### src/rtl/pot_spi_pkg.sv
package pot_spi_pkg;

  typedef enum logic [3:0] {
    OP_GDR2WCR = 4'b0001,
    OP_STEP    = 4'b0010,
    OP_RDST    = 4'b0101,
    OP_GWCR2DR = 4'b1000,
    OP_RDWCR   = 4'b1001,
    OP_WRWCR   = 4'b1010,
    OP_RDDR    = 4'b1011,
    OP_WRDR    = 4'b1100,
    OP_DR2WCR  = 4'b1101,
    OP_WCR2DR  = 4'b1110
  } pot_op_e;

  typedef enum logic [2:0] {
    PH_IDLE, PH_ID, PH_INSTR, PH_DATA, PH_STEP, PH_DONE
  } pot_phase_e;

  localparam logic [3:0] DEV_TYPE = 4'b0101;

  // identification byte acceptance
  function automatic logic id_ok(input logic [7:0] b, input logic [1:0] strap);
    return (b[7:4] == DEV_TYPE) && (b[3:2] == 2'b00) && (b[1:0] == strap);
  endfunction

  function automatic logic [7:0] status_frame(input logic busy);
    return {7'b0, busy};
  endfunction

  function automatic logic is_read(input pot_op_e op);
    return (op == OP_RDWCR) || (op == OP_RDDR) || (op == OP_RDST);
  endfunction

endpackage

### src/rtl/pot_spi_sync.sv
module pot_spi_sync #(
  parameter int W = 5,
  parameter logic [W-1:0] RST_VAL = '0
) (
  input  logic         clk,
  input  logic         rst_n,
  input  logic [W-1:0] raw,
  output logic [W-1:0] lvl,
  output logic [W-1:0] rise,
  output logic [W-1:0] fall
);
  for (genvar i = 0; i < W; i++) begin : g_bit
    logic s1, s2, s3;
    always_ff @(posedge clk or negedge rst_n) begin
      if (!rst_n) begin
        s1 <= RST_VAL[i];
        s2 <= RST_VAL[i];
        s3 <= RST_VAL[i];
      end else begin
        s1 <= raw[i];
        s2 <= s1;
        s3 <= s2;
      end
    end
    assign lvl[i]  = s2;
    assign rise[i] = s2 & ~s3;
    assign fall[i] = ~s2 & s3;
  end
endmodule

### src/rtl/pot_nv_commit.sv
module pot_nv_commit #(
  parameter int COMMIT_CYC = 4000
) (
  input  logic clk,
  input  logic rst_n,
  input  logic go,
  output logic wip
);
  localparam int CW = $clog2(COMMIT_CYC + 1);
  logic [CW-1:0] remain;

  always_ff @(posedge clk or negedge rst_n) begin
    if (!rst_n)           remain <= '0;
    else if (go)          remain <= CW'(COMMIT_CYC);
    else if (remain != 0) remain <= remain - 1'b1;
  end

  assign wip = (remain != '0);
endmodule

### src/rtl/pot_cmd_engine.sv
module pot_cmd_engine
  import pot_spi_pkg::*;
#(
  parameter int WIPER_W = 6
) (
  input  logic               clk,
  input  logic               rst_n,
  input  logic               cs_lvl,
  input  logic               cs_fall,
  input  logic               cs_rise,
  input  logic               sck_lvl,
  input  logic               sck_rise,
  input  logic               sck_fall,
  input  logic               si_lvl,
  input  logic               hold_lvl,
  input  logic               wp_lvl,
  input  logic [1:0]         strap,
  input  logic [WIPER_W-1:0] rd_data,
  input  logic               wip,
  output logic               commit_go,
  output logic               active,
  output logic               hold_act,
  output logic               bit_evt,
  output logic               so,
  output logic               so_en,
  output logic               sel_pot,
  output logic [1:0]         sel_reg,
  output logic               sel_all,
  output logic               rd_src_dr,
  output logic [WIPER_W-1:0] wdata,
  output logic               wcr_wr,
  output logic               dr_wr,
  output logic               xfer_to_wcr,
  output logic               xfer_to_dr,
  output logic               step,
  output logic               step_up
);
  localparam int PAD = 8 - WIPER_W;  // wiper width must be below 8

  logic       armed, pending, pend_xfer, load_so, fall_evt, byte_done;
  logic [6:0] sh;
  logic [7:0] byte_in, so_sr;
  logic [2:0] bit_cnt;
  pot_phase_e phase;
  pot_op_e    op, op_in;

  assign active    = armed & ~cs_lvl;
  assign bit_evt   = sck_rise & active & ~hold_act;
  assign fall_evt  = sck_fall & active & ~hold_act;
  assign byte_in   = {sh, si_lvl};
  assign byte_done = bit_evt && (bit_cnt == 3'd7);
  assign op_in     = pot_op_e'(byte_in[7:4]);
  assign commit_go = cs_rise & pending & wp_lvl & ~wip;
  assign so_en     = active & ~hold_act;

  // pause tracking: only changes while the serial clock is low
  always_ff @(posedge clk or negedge rst_n) begin
    if (!rst_n)        hold_act <= 1'b0;
    else if (cs_lvl)   hold_act <= 1'b0;
    else if (!sck_lvl) hold_act <= ~hold_lvl;
  end

  always_ff @(posedge clk or negedge rst_n) begin
    if (!rst_n) begin
      armed <= 1'b0; phase <= PH_IDLE; bit_cnt <= '0; sh <= '0;
      op <= OP_RDST; sel_pot <= 1'b0; sel_reg <= '0; sel_all <= 1'b0;
      rd_src_dr <= 1'b0; wdata <= '0; pending <= 1'b0; pend_xfer <= 1'b0;
      load_so <= 1'b0; so_sr <= '0; so <= 1'b0;
      wcr_wr <= 1'b0; dr_wr <= 1'b0; xfer_to_wcr <= 1'b0; xfer_to_dr <= 1'b0;
      step <= 1'b0; step_up <= 1'b0;
    end else begin
      wcr_wr <= 1'b0; dr_wr <= 1'b0; xfer_to_wcr <= 1'b0; xfer_to_dr <= 1'b0;
      step <= 1'b0;
      if (load_so) begin
        so_sr   <= (op == OP_RDST) ? status_frame(wip) : {{PAD{1'b0}}, rd_data};
        load_so <= 1'b0;
      end
      if (cs_fall) begin
        armed   <= 1'b1;
        phase   <= PH_ID;
        bit_cnt <= '0;
        so      <= 1'b0;
      end else if (cs_rise) begin
        phase   <= PH_IDLE;
        pending <= 1'b0;
        if (commit_go) begin
          dr_wr      <= ~pend_xfer;
          xfer_to_dr <= pend_xfer;
        end
      end else if (bit_evt) begin
        sh      <= byte_in[6:0];
        bit_cnt <= bit_cnt + 1'b1;
        unique case (phase)
          PH_ID: if (byte_done) phase <= id_ok(byte_in, strap) ? PH_INSTR : PH_DONE;
          PH_INSTR: if (byte_done) begin
            op      <= op_in;
            sel_reg <= byte_in[3:2];
            sel_pot <= byte_in[0];
            sel_all <= 1'b0;
            phase   <= PH_DONE;
            case (op_in)
              OP_RDWCR: begin rd_src_dr <= 1'b0; load_so <= 1'b1; phase <= PH_DATA; end
              OP_RDDR:  begin rd_src_dr <= 1'b1; load_so <= 1'b1; phase <= PH_DATA; end
              OP_RDST:  begin load_so <= 1'b1; phase <= PH_DATA; end
              OP_WRWCR, OP_WRDR: phase <= PH_DATA;
              OP_DR2WCR:  xfer_to_wcr <= 1'b1;
              OP_GDR2WCR: begin xfer_to_wcr <= 1'b1; sel_all <= 1'b1; end
              OP_WCR2DR:  begin pending <= 1'b1; pend_xfer <= 1'b1; end
              OP_GWCR2DR: begin pending <= 1'b1; pend_xfer <= 1'b1; sel_all <= 1'b1; end
              OP_STEP:    phase <= PH_STEP;
              default:    phase <= PH_DONE;
            endcase
          end
          PH_DATA: if (byte_done) begin
            phase <= PH_DONE;
            if (op == OP_WRWCR) begin
              wcr_wr <= 1'b1;
              wdata  <= byte_in[WIPER_W-1:0];
            end else if (op == OP_WRDR) begin
              pending   <= 1'b1;
              pend_xfer <= 1'b0;
              wdata     <= byte_in[WIPER_W-1:0];
            end
          end
          PH_STEP: begin
            step    <= 1'b1;
            step_up <= si_lvl;
          end
          default: ;
        endcase
      end else if (fall_evt && phase == PH_DATA && is_read(op)) begin
        so    <= so_sr[7];
        so_sr <= {so_sr[6:0], 1'b0};
      end
    end
  end
endmodule

### src/rtl/pot_spi_decoder.sv
module pot_spi_decoder #(
  parameter int WIPER_W    = 6,
  parameter int COMMIT_CYC = 4000
) (
  input  logic               clk,
  input  logic               rst_n,
  input  logic               cs_n,
  input  logic               sck,
  input  logic               si,
  input  logic               hold_n,
  input  logic               wp_n,
  input  logic [1:0]         addr_strap,
  output logic               so,
  output logic               so_en,
  output logic               wip,
  output logic               sel_pot,
  output logic [1:0]         sel_reg,
  output logic               sel_all,
  output logic               rd_src_dr,
  input  logic [WIPER_W-1:0] rd_data,
  output logic [WIPER_W-1:0] wdata,
  output logic               wcr_wr,
  output logic               dr_wr,
  output logic               xfer_to_wcr,
  output logic               xfer_to_dr,
  output logic               step,
  output logic               step_up
);
  // pin order: cs_n, sck, si, hold_n, wp_n. cs starts low so a held-low
  // select never counts as a falling edge after reset.
  localparam int NPIN = 5;
  logic [NPIN-1:0] pin_lvl, pin_rise, pin_fall;
  logic commit_go, active, hold_act, bit_evt;

  pot_spi_sync #(.W(NPIN), .RST_VAL(5'b00011)) u_sync (
    .clk(clk), .rst_n(rst_n), .raw({cs_n, sck, si, hold_n, wp_n}),
    .lvl(pin_lvl), .rise(pin_rise), .fall(pin_fall)
  );

  pot_cmd_engine #(.WIPER_W(WIPER_W)) u_engine (
    .clk(clk), .rst_n(rst_n),
    .cs_lvl(pin_lvl[4]), .cs_fall(pin_fall[4]), .cs_rise(pin_rise[4]),
    .sck_lvl(pin_lvl[3]), .sck_rise(pin_rise[3]), .sck_fall(pin_fall[3]),
    .si_lvl(pin_lvl[2]), .hold_lvl(pin_lvl[1]), .wp_lvl(pin_lvl[0]),
    .strap(addr_strap), .rd_data(rd_data), .wip(wip),
    .commit_go(commit_go), .active(active), .hold_act(hold_act), .bit_evt(bit_evt),
    .so(so), .so_en(so_en), .sel_pot(sel_pot), .sel_reg(sel_reg), .sel_all(sel_all),
    .rd_src_dr(rd_src_dr), .wdata(wdata), .wcr_wr(wcr_wr), .dr_wr(dr_wr),
    .xfer_to_wcr(xfer_to_wcr), .xfer_to_dr(xfer_to_dr), .step(step), .step_up(step_up)
  );

  pot_nv_commit #(.COMMIT_CYC(COMMIT_CYC)) u_commit (
    .clk(clk), .rst_n(rst_n), .go(commit_go), .wip(wip)
  );

  logic unused_pins;
  assign unused_pins = ^{pin_rise[2:0], pin_fall[2:0]};
endmodule

### config.mk
export PLATFORM = sky130hd
export DESIGN_NAME = pot_spi_decoder
export DESIGN_NICKNAME = d
export VERILOG_FILES = /design/src/rtl/pot_spi_pkg.sv /design/src/rtl/pot_spi_sync.sv /design/src/rtl/pot_nv_commit.sv /design/src/rtl/pot_cmd_engine.sv /design/src/rtl/pot_spi_decoder.sv
export SDC_FILE = /design/constraint.sdc
export NUM_CORES = 1
export LEC_CHECK = 0
export ABC_AREA = 1
export BUFFER_PORTS_ARGS = -buffer_cell sky130_fd_sc_hd__buf_4
export CAP_MARGIN = 20
export CORE_ASPECT_RATIO = 1.5
export CORE_MARGIN = 4
export CORE_UTILIZATION = 50
export DETAILED_ROUTE_END_ITERATION = 8
export GPL_TIMING_DRIVEN = 0
export PLACE_DENSITY = 0.69
export SETUP_SLACK_MARGIN = 0.2
export SLEW_MARGIN = 20
export SYNTH_ARGS = -nofsm -noshare
export SYNTH_HDL_FRONTEND = slang
export SYNTH_SLANG_ARGS = --single-unit
export TNS_END_PERCENT = 5
### constraint.sdc
create_clock -name clk -period 4.2 [get_ports clk]
set_clock_uncertainty 0.1 [all_clocks]
set_input_delay 0.84 -clock clk [delete_from_list [all_inputs] [get_ports clk]]
set_output_delay 0.84 -clock clk [all_outputs]
set_load 0.01 [all_outputs]
==> results.txt, run 1 <==
P&R area growth vs syn: 16.3%
Cell Pwr Density: 443 nW/um^2
Syn Nets: 417
most frequent cell after synthesis: nand2_1
Static Leakage: 2.14 nW
Worst Hold End: u_sync.g_bit[4].s2
Die Y: 111 um
sequential-to-total area share from yosys stat: 51.4%
fmax: 396 MHz
total gr overflow: 0
post-synthesis average cell area: 8.88 um^2
GR Util met2: 31.0%
pin count of the biggest net entering global routing: 73
DIE AREA: 8470 um^2
CTS Buf Count: 9
HP Start: u_sync.g_bit[4].s1
CP required: 3.26 ns
Critical Path AT: 1.59 ns
setup_tns: 0 ns
flop and latch count out of synthesis: 72
top cell type by total area after synthesis: dfrtp_1
# port buffers: 34
CORE AREA: 6850 um^2
Synth top cells by count: nand2_1, dfrtp_1, inv_1, nor2_1, nand3_1
Starting DRT DRC Count: 134
Worst-Skew Late Latency: 0.36 ns
vias in the first global route: 2735
num rows: 37
DRC violations left: 0
Initial DRT Pass Iterations: 4
Clock Pin Slew Worst Setup and Hold Paths: 0.08 ns
EDFF count, synth: 0
top post-synthesis cells by area: dfrtp_1, nand2_1, inv_1, dfstp_2, nor2_1
met1 GRT Util: 20.8%
Comb power frac: 18.1%
layout cell share with drive strength beyond 1: 24.9%
Yosys top cell area share: 47.0%
CP Max Fanout: 7
CTS tree: yes
clock tree buffer depth: 2
status: finished, final reports clean
Worst Reg-to-Reg Cells: 7
# fillers: 625
depth of the CTS H-tree: 3
Setup CP Type: flip-flop to output port
CTS root buffer: clkbuf_8
Most Crowded Layer GR: met2
Worst-Margin Slew: 0.882 ns
clk sinks: 72
Avg WL per Cell: 12.9 um
Final min period: 2.53 ns
fraction of registers with async set/reset: 100%
top_reg_cell synth: dfrtp_1
WL final: 6.74 mm
Final Max Slew Viols: 0
Top Registers: u_commit.remain (12), u_engine.so_sr (8), u_engine.sh (7)
NetSw: 0.561 mW
antenna violations before repair: 0
post-synth cell types: 40
Setup Buffers After CTS: 0
total number of vias: 2678
Mapped Area: 3520 um^2
Ys Warns: 0
endpoint class of the critical path: output port
Largest register FFs: 12
Clk network pwr share: 33.6%
DR vias/cell: 5.11
Mapped Cells: 396
Int Power: 1.25 mW
nets: 462
peak supply drop: 0.300 mV
Final setup viols: 0
Fin. Hold Viols: 0
Top reg by flops: u_commit.remain
MaxCap Viol Count: 0
diodes inserted: 0
met3 Usage GRT: 5.53%
register share of total power: 48.3%
hold crit path type: flip-flop to flip-flop
gr usage total: 18.2%
RR Endpoint: u_engine.load_so
first-pass GRT wire length: 12.3 mm
Slew HR: 41.2%
GP Congestion: 0.817
WHS: 0.251 ns
Die Wd: 76.5 um
R2R Setup Slk: 2.36 ns
antenna viol nets, final: 0
switching part of the total power: 31.0%
io pins: 35
Hold Path Stages: 0
Hold-fix buffers, CTS: 0
Inst Count DP: 508
r2r startpoint: u_sync.g_bit[4].s2
Tcrit/Tclk final: 60.2%
Worst Setup Start Kind: flip-flop
post-route insts no fill: 524
initial core utilization: 51.3%
Final HPWL DP: 4.86 mm
RSZ-0062 raised after global routing: false
post_cts resized: 0
[layout make-up]
class	instances	area, um^2	share of cell area [%]
Timing Repair Buffer	34	255	6.24
Tap cell	78	97.6	2.39
Buffer	5	42.5	1.04
Clock buffer	9	124	3.03
Clock inverter	7	96.3	2.36
Inverter	58	220	5.38
Sequential cell	72	1810	44.2
Multi-Input combinational cell	261	1450	35.3
[metrics by stage]
| stage | setup slack, ns | instance area (um^2) | util, % | power (mW) |
|---|---|---|---|---|
| floorplan | 2.31 | 3520 | - | 1.12 |
| global placement | 2.08 | 3870 | 56.5 | 1.20 |
| detailed placement | 2.07 | 3870 | 56.5 | 1.22 |
| CTS | 1.65 | 4090 | 59.7 | 1.83 |
| global route | 1.56 | 4090 | 59.7 | 1.94 |
| finish | 1.67 | 4090 | 59.7 | 1.81 |
[worst max-delay path by stage]
stage                  startpoint   to  slack [ns]
3_5_place_dp   u_commit.remain[0]  wip        2.07
5_1_grt        u_commit.remain[0]  wip        1.56
2_1_floorplan  u_commit.remain[0]  wip        2.31
4_1_cts        u_commit.remain[0]  wip        1.65
3_3_place_gp   u_commit.remain[0]  wip        2.08
6_report       u_commit.remain[0]  wip        1.67
[cells in the final DEF (no fill, tap or decap), types with 2 or more instances in the layout]
cell	n
nand4_1	3
o21ai_1	13
buf_6	3
dfrtp_1	66
nand2_1	91
xnor2_1	3
o22ai_1	2
inv_2	14
o21ai_0	17
nor4_1	2
o21ai_2	9
clkbuf_8	9
nor2_1	39
nor3_1	4
buf_4	34
dfstp_2	6
nand4_2	2
bufinv_16	2
nor2_4	4
xor2_1	5
nand2_2	3
nor2_8	3
ha_1	6
nor2_2	6
nor3_2	2
a21oi_1	11
clkinvlp_4	3
nand3_1	24
inv_1	43
[kinds of logic after synthesis]
family / after synthesis / share of synthesized area [%]
compound gates: 57 / 9.71
flops: 72 / 51.4
xor+xnor: 8 / 1.99
buf+inv: 63 / 7.47
simple gates: 190 / 27.3
fa+ha+maj: 6 / 2.13
[layer usage]
metal / routed length, um / vias up / share of wire (%)
li1: - / 1345 / -
met1: 2780 / 1267 / 41
met2: 3460 / 56 / 51
met3: 333 / 10 / 4.9
met4: 170 / 0 / 2.5
met5: 0 / - / 0
[power groups by stage]
stage	combinational [mW]	sequential (mW)	clock [mW]
floorplan	0.255	0.866	0
global placement	0.321	0.884	0
detailed placement	0.330	0.885	0
CTS	0.332	0.875	0.625
global route	0.385	0.890	0.660
finish	0.328	0.875	0.609
[critical path: stages (launching register included)]
cell and delay [ns]:
dfrtp_1 0.40, inv_1 0.10, ha_1 0.18, inv_1 0.06, nor3_2 0.18, nand2_2 0.13
buf_4 0.17
No activity file was read; power rests on OpenSTA's default activity.
==> inputs of run 2 (changes only) <==
Settings changed: PLACE_DENSITY 0.69 to 0.72.
Clock period 4.2 ns to 2.2 ns, I/O delays scaled along.
==> run 2 against run 1 <==
Net effect: routed wire length increased by 6.1%; global-route usage decreased by 0.067 points; via count grew 0.82%; sequential share of layout area shrank 1.5 points; first-iteration DRC count shrank 28%; critical endpoint unchanged.
==> results.txt, run 2 (synthesis results as in run 1) <==
layout cell share with drive strength beyond 1: 27.3% (+2.4 points)
Avg WL per Cell: 13.4 um (+4.5%)
Static Leakage: 2.20 nW (+3.1%)
DIE AREA: 8470 um^2 (unchanged)
Core Util, Final: 61.7% (+2.0 points)
Final HPWL DP: 5.17 mm (+6.4%)
P&R area growth vs syn: 20.3%
Int Power: 2.74 mW (+120%)
Largest register FFs: 12 (unchanged)
CP Max Fanout: 3 (-4)
DRC violations left: 0 (unchanged)
CTS root buffer: clkbuf_8
CORE AREA: 6850 um^2 (unchanged)
Cell Pwr Density: 907 nW/um^2 (+100%)
endpoint class of the critical path: output port
Worst-Skew Late Latency: 0.35 ns (about the same)
antenna viol nets, final: 0 (unchanged)
Die Y: 111 um (unchanged)
antenna violations before repair: 0 (unchanged)
Worst Reg-to-Reg Cells: 6 (-1)
Die Wd: 76.5 um (unchanged)
hold crit path type: input port to flip-flop
fmax: 519 MHz
Final min period: 1.92 ns
MaxCap Viol Count: 0 (unchanged)
commonest non-fill, non-tap cell in the layout: nand2_1
Final setup viols: 0 (unchanged)
RR Endpoint: u_engine.so_sr[2]
HP Start: si
RSZ-0062 raised after global routing: true
initial core utilization: 51.3% (unchanged)
Comb power frac: 19.9% (+1.8 points)
Tcrit/Tclk final: 87.5%
peak supply drop: 0.618 mV (+110%)
R2R Setup Slk: 0.44 ns (-1.92 ns)
Worst Setup Start Kind: flip-flop
Setup CP Type: flip-flop to output port
Top reg by flops: u_commit.remain
clock tree buffer depth: 2 (unchanged)
WL final: 7.15 mm (+6.1%)
setup_tns: 0 ns (unchanged)
Worst-Margin Slew: 0.886 ns (+0.00368 ns)
GP Congestion: 0.847 (+3.7%)
total number of vias: 2700 (+0.82%)
commonest non-fill, non-tap cells in the layout: nand2_1, dfrtp_1, buf_4
switching part of the total power: 28.6% (-2.3 points)
io pins: 35 (unchanged)
Initial DRT Pass Iterations: 4 (unchanged)
Worst setup endpoint: wip
Clock Pin Slew Worst Setup and Hold Paths: 0.08 ns (about the same)
pin count of the biggest net entering global routing: 73 (unchanged)
Starting DRT DRC Count: 97 (-28%)
CP required: 1.66 ns (-1.60 ns)
Clk network pwr share: 36.1% (+2.5 points)
DR vias/cell: 5.08 (-0.69%)
diodes inserted: 0 (unchanged)
CTS tree: yes
nets: 470 (+1.7%)
Final Max Slew Viols: 0 (unchanged)
NetSw: 1.10 mW (+96%)
Top Registers: u_commit.remain (12), u_engine.so_sr (8), u_engine.sh (7)
depth of the CTS H-tree: 3 (unchanged)
CP startpoint: u_commit.remain[0]
first-pass GRT wire length: 12.3 mm (about the same)
gr usage total: 18.1% (-0.067 points)
# port buffers: 34 (unchanged)
status: finished, final reports clean
Critical Path AT: 1.38 ns (-0.21 ns)
total gr overflow: 0 (unchanged)
r2r startpoint: u_sync.g_bit[4].s2
Slew HR: 40.9% (-0.25 points)
clk sinks: 72 (unchanged)
vias in the first global route: 2796 (+2.2%)
register share of total power: 44.0% (-4.3 points)
num rows: 37 (unchanged)
CTS Buf Count: 9 (unchanged)
Hold-fix buffers, CTS: 0 (unchanged)
Fin. Hold Viols: 0 (unchanged)
==> run 2: changes by cell type in the layout (fill, tap and decap cells not counted), moves of 2 or more <==
| cell | delta |
|---|---|
| bufinv_16 | +2 |
| inv_1 | -3 |
| buf_4 | +7 |
| clkinvlp_4 | -2 |
| inv_2 | +3 |
| nor2_4 | +2 |
==> run 2: worst min-delay path by stage <==
stage	depth (start not counted)	slack, ns	to
after global routing	1	0.07	u_sync.g_bit[2].s1
after floorplan	0	0.04	u_commit.remain[0]
after global placement	0	0.23	u_sync.g_bit[4].s2
after CTS	1	0.07	u_sync.g_bit[2].s1
after detailed placement	0	0.24	u_sync.g_bit[3].s2
final	1	0.09	u_sync.g_bit[2].s1
==> run 2: metrics by stage <==
stage	total power, mW	setup slack, ns	cell area (um^2)	std cells	hold slack (ns)
floorplan	2.14	0.608	3520	396	0.0444
global placement	2.29	0.344	3870	508	0.234
detailed placement	2.33	0.326	3870	508	0.239
CTS	3.75	0.201	4160	526	0.0723
global route	4.06	0.167	4230	532	0.0703
finish	3.84	0.275	4230	532	0.0936
==> run 2: critical path, stage by stage (launching register included) <==
cell	delay [ns]
dfrtp_1	0.39
inv_2	0.10
ha_4	0.14
inv_2	0.03
nor3_2	0.17
nand2_2	0.08
buf_6	0.12
==> run 2: area by class of cell <==
cell class	count	area (um^2)
timing repair buffer	42	319
buffer	5	42.5
inverter	58	220
clock inverter	5	128
fill	581	2620
multi-input combinational	261	1470
clock buffer	11	141
tap	78	97.6
sequential	72	1810
==> run 2: what timing repair did <==
action | in CTS | in global routing
resized for setup | 4 | 6
buffers inserted | 2 | 6
gates cloned | 0 | 0
setup endpoints to repair | 1 | 4
endpoints found under the hold margin | 0 | 0
pin swaps | 2 | 3
==> run 2: power groups by stage <==
stage | Combinational, mW | Clock, mW | Sequential [mW]
final | 0.765 | 1.38 | 1.69
after global routing | 0.873 | 1.48 | 1.71
after CTS | 0.662 | 1.42 | 1.68
after detailed placement | 0.633 | 0 | 1.69
after global placement | 0.612 | 0 | 1.68
after floorplan | 0.487 | 0 | 1.65
==> run 2: layer usage <==
metal | GRT usage, % | vias up | part of all wire [%]
met2 | 33.1 | 48 | 54
li1 | - | 1368 | -
met3 | 5.20 | 11 | 4.3
met5 | 0 | - | 0
met1 | 19.0 | 1273 | 40
met4 | 7.98 | 0 | 1.5
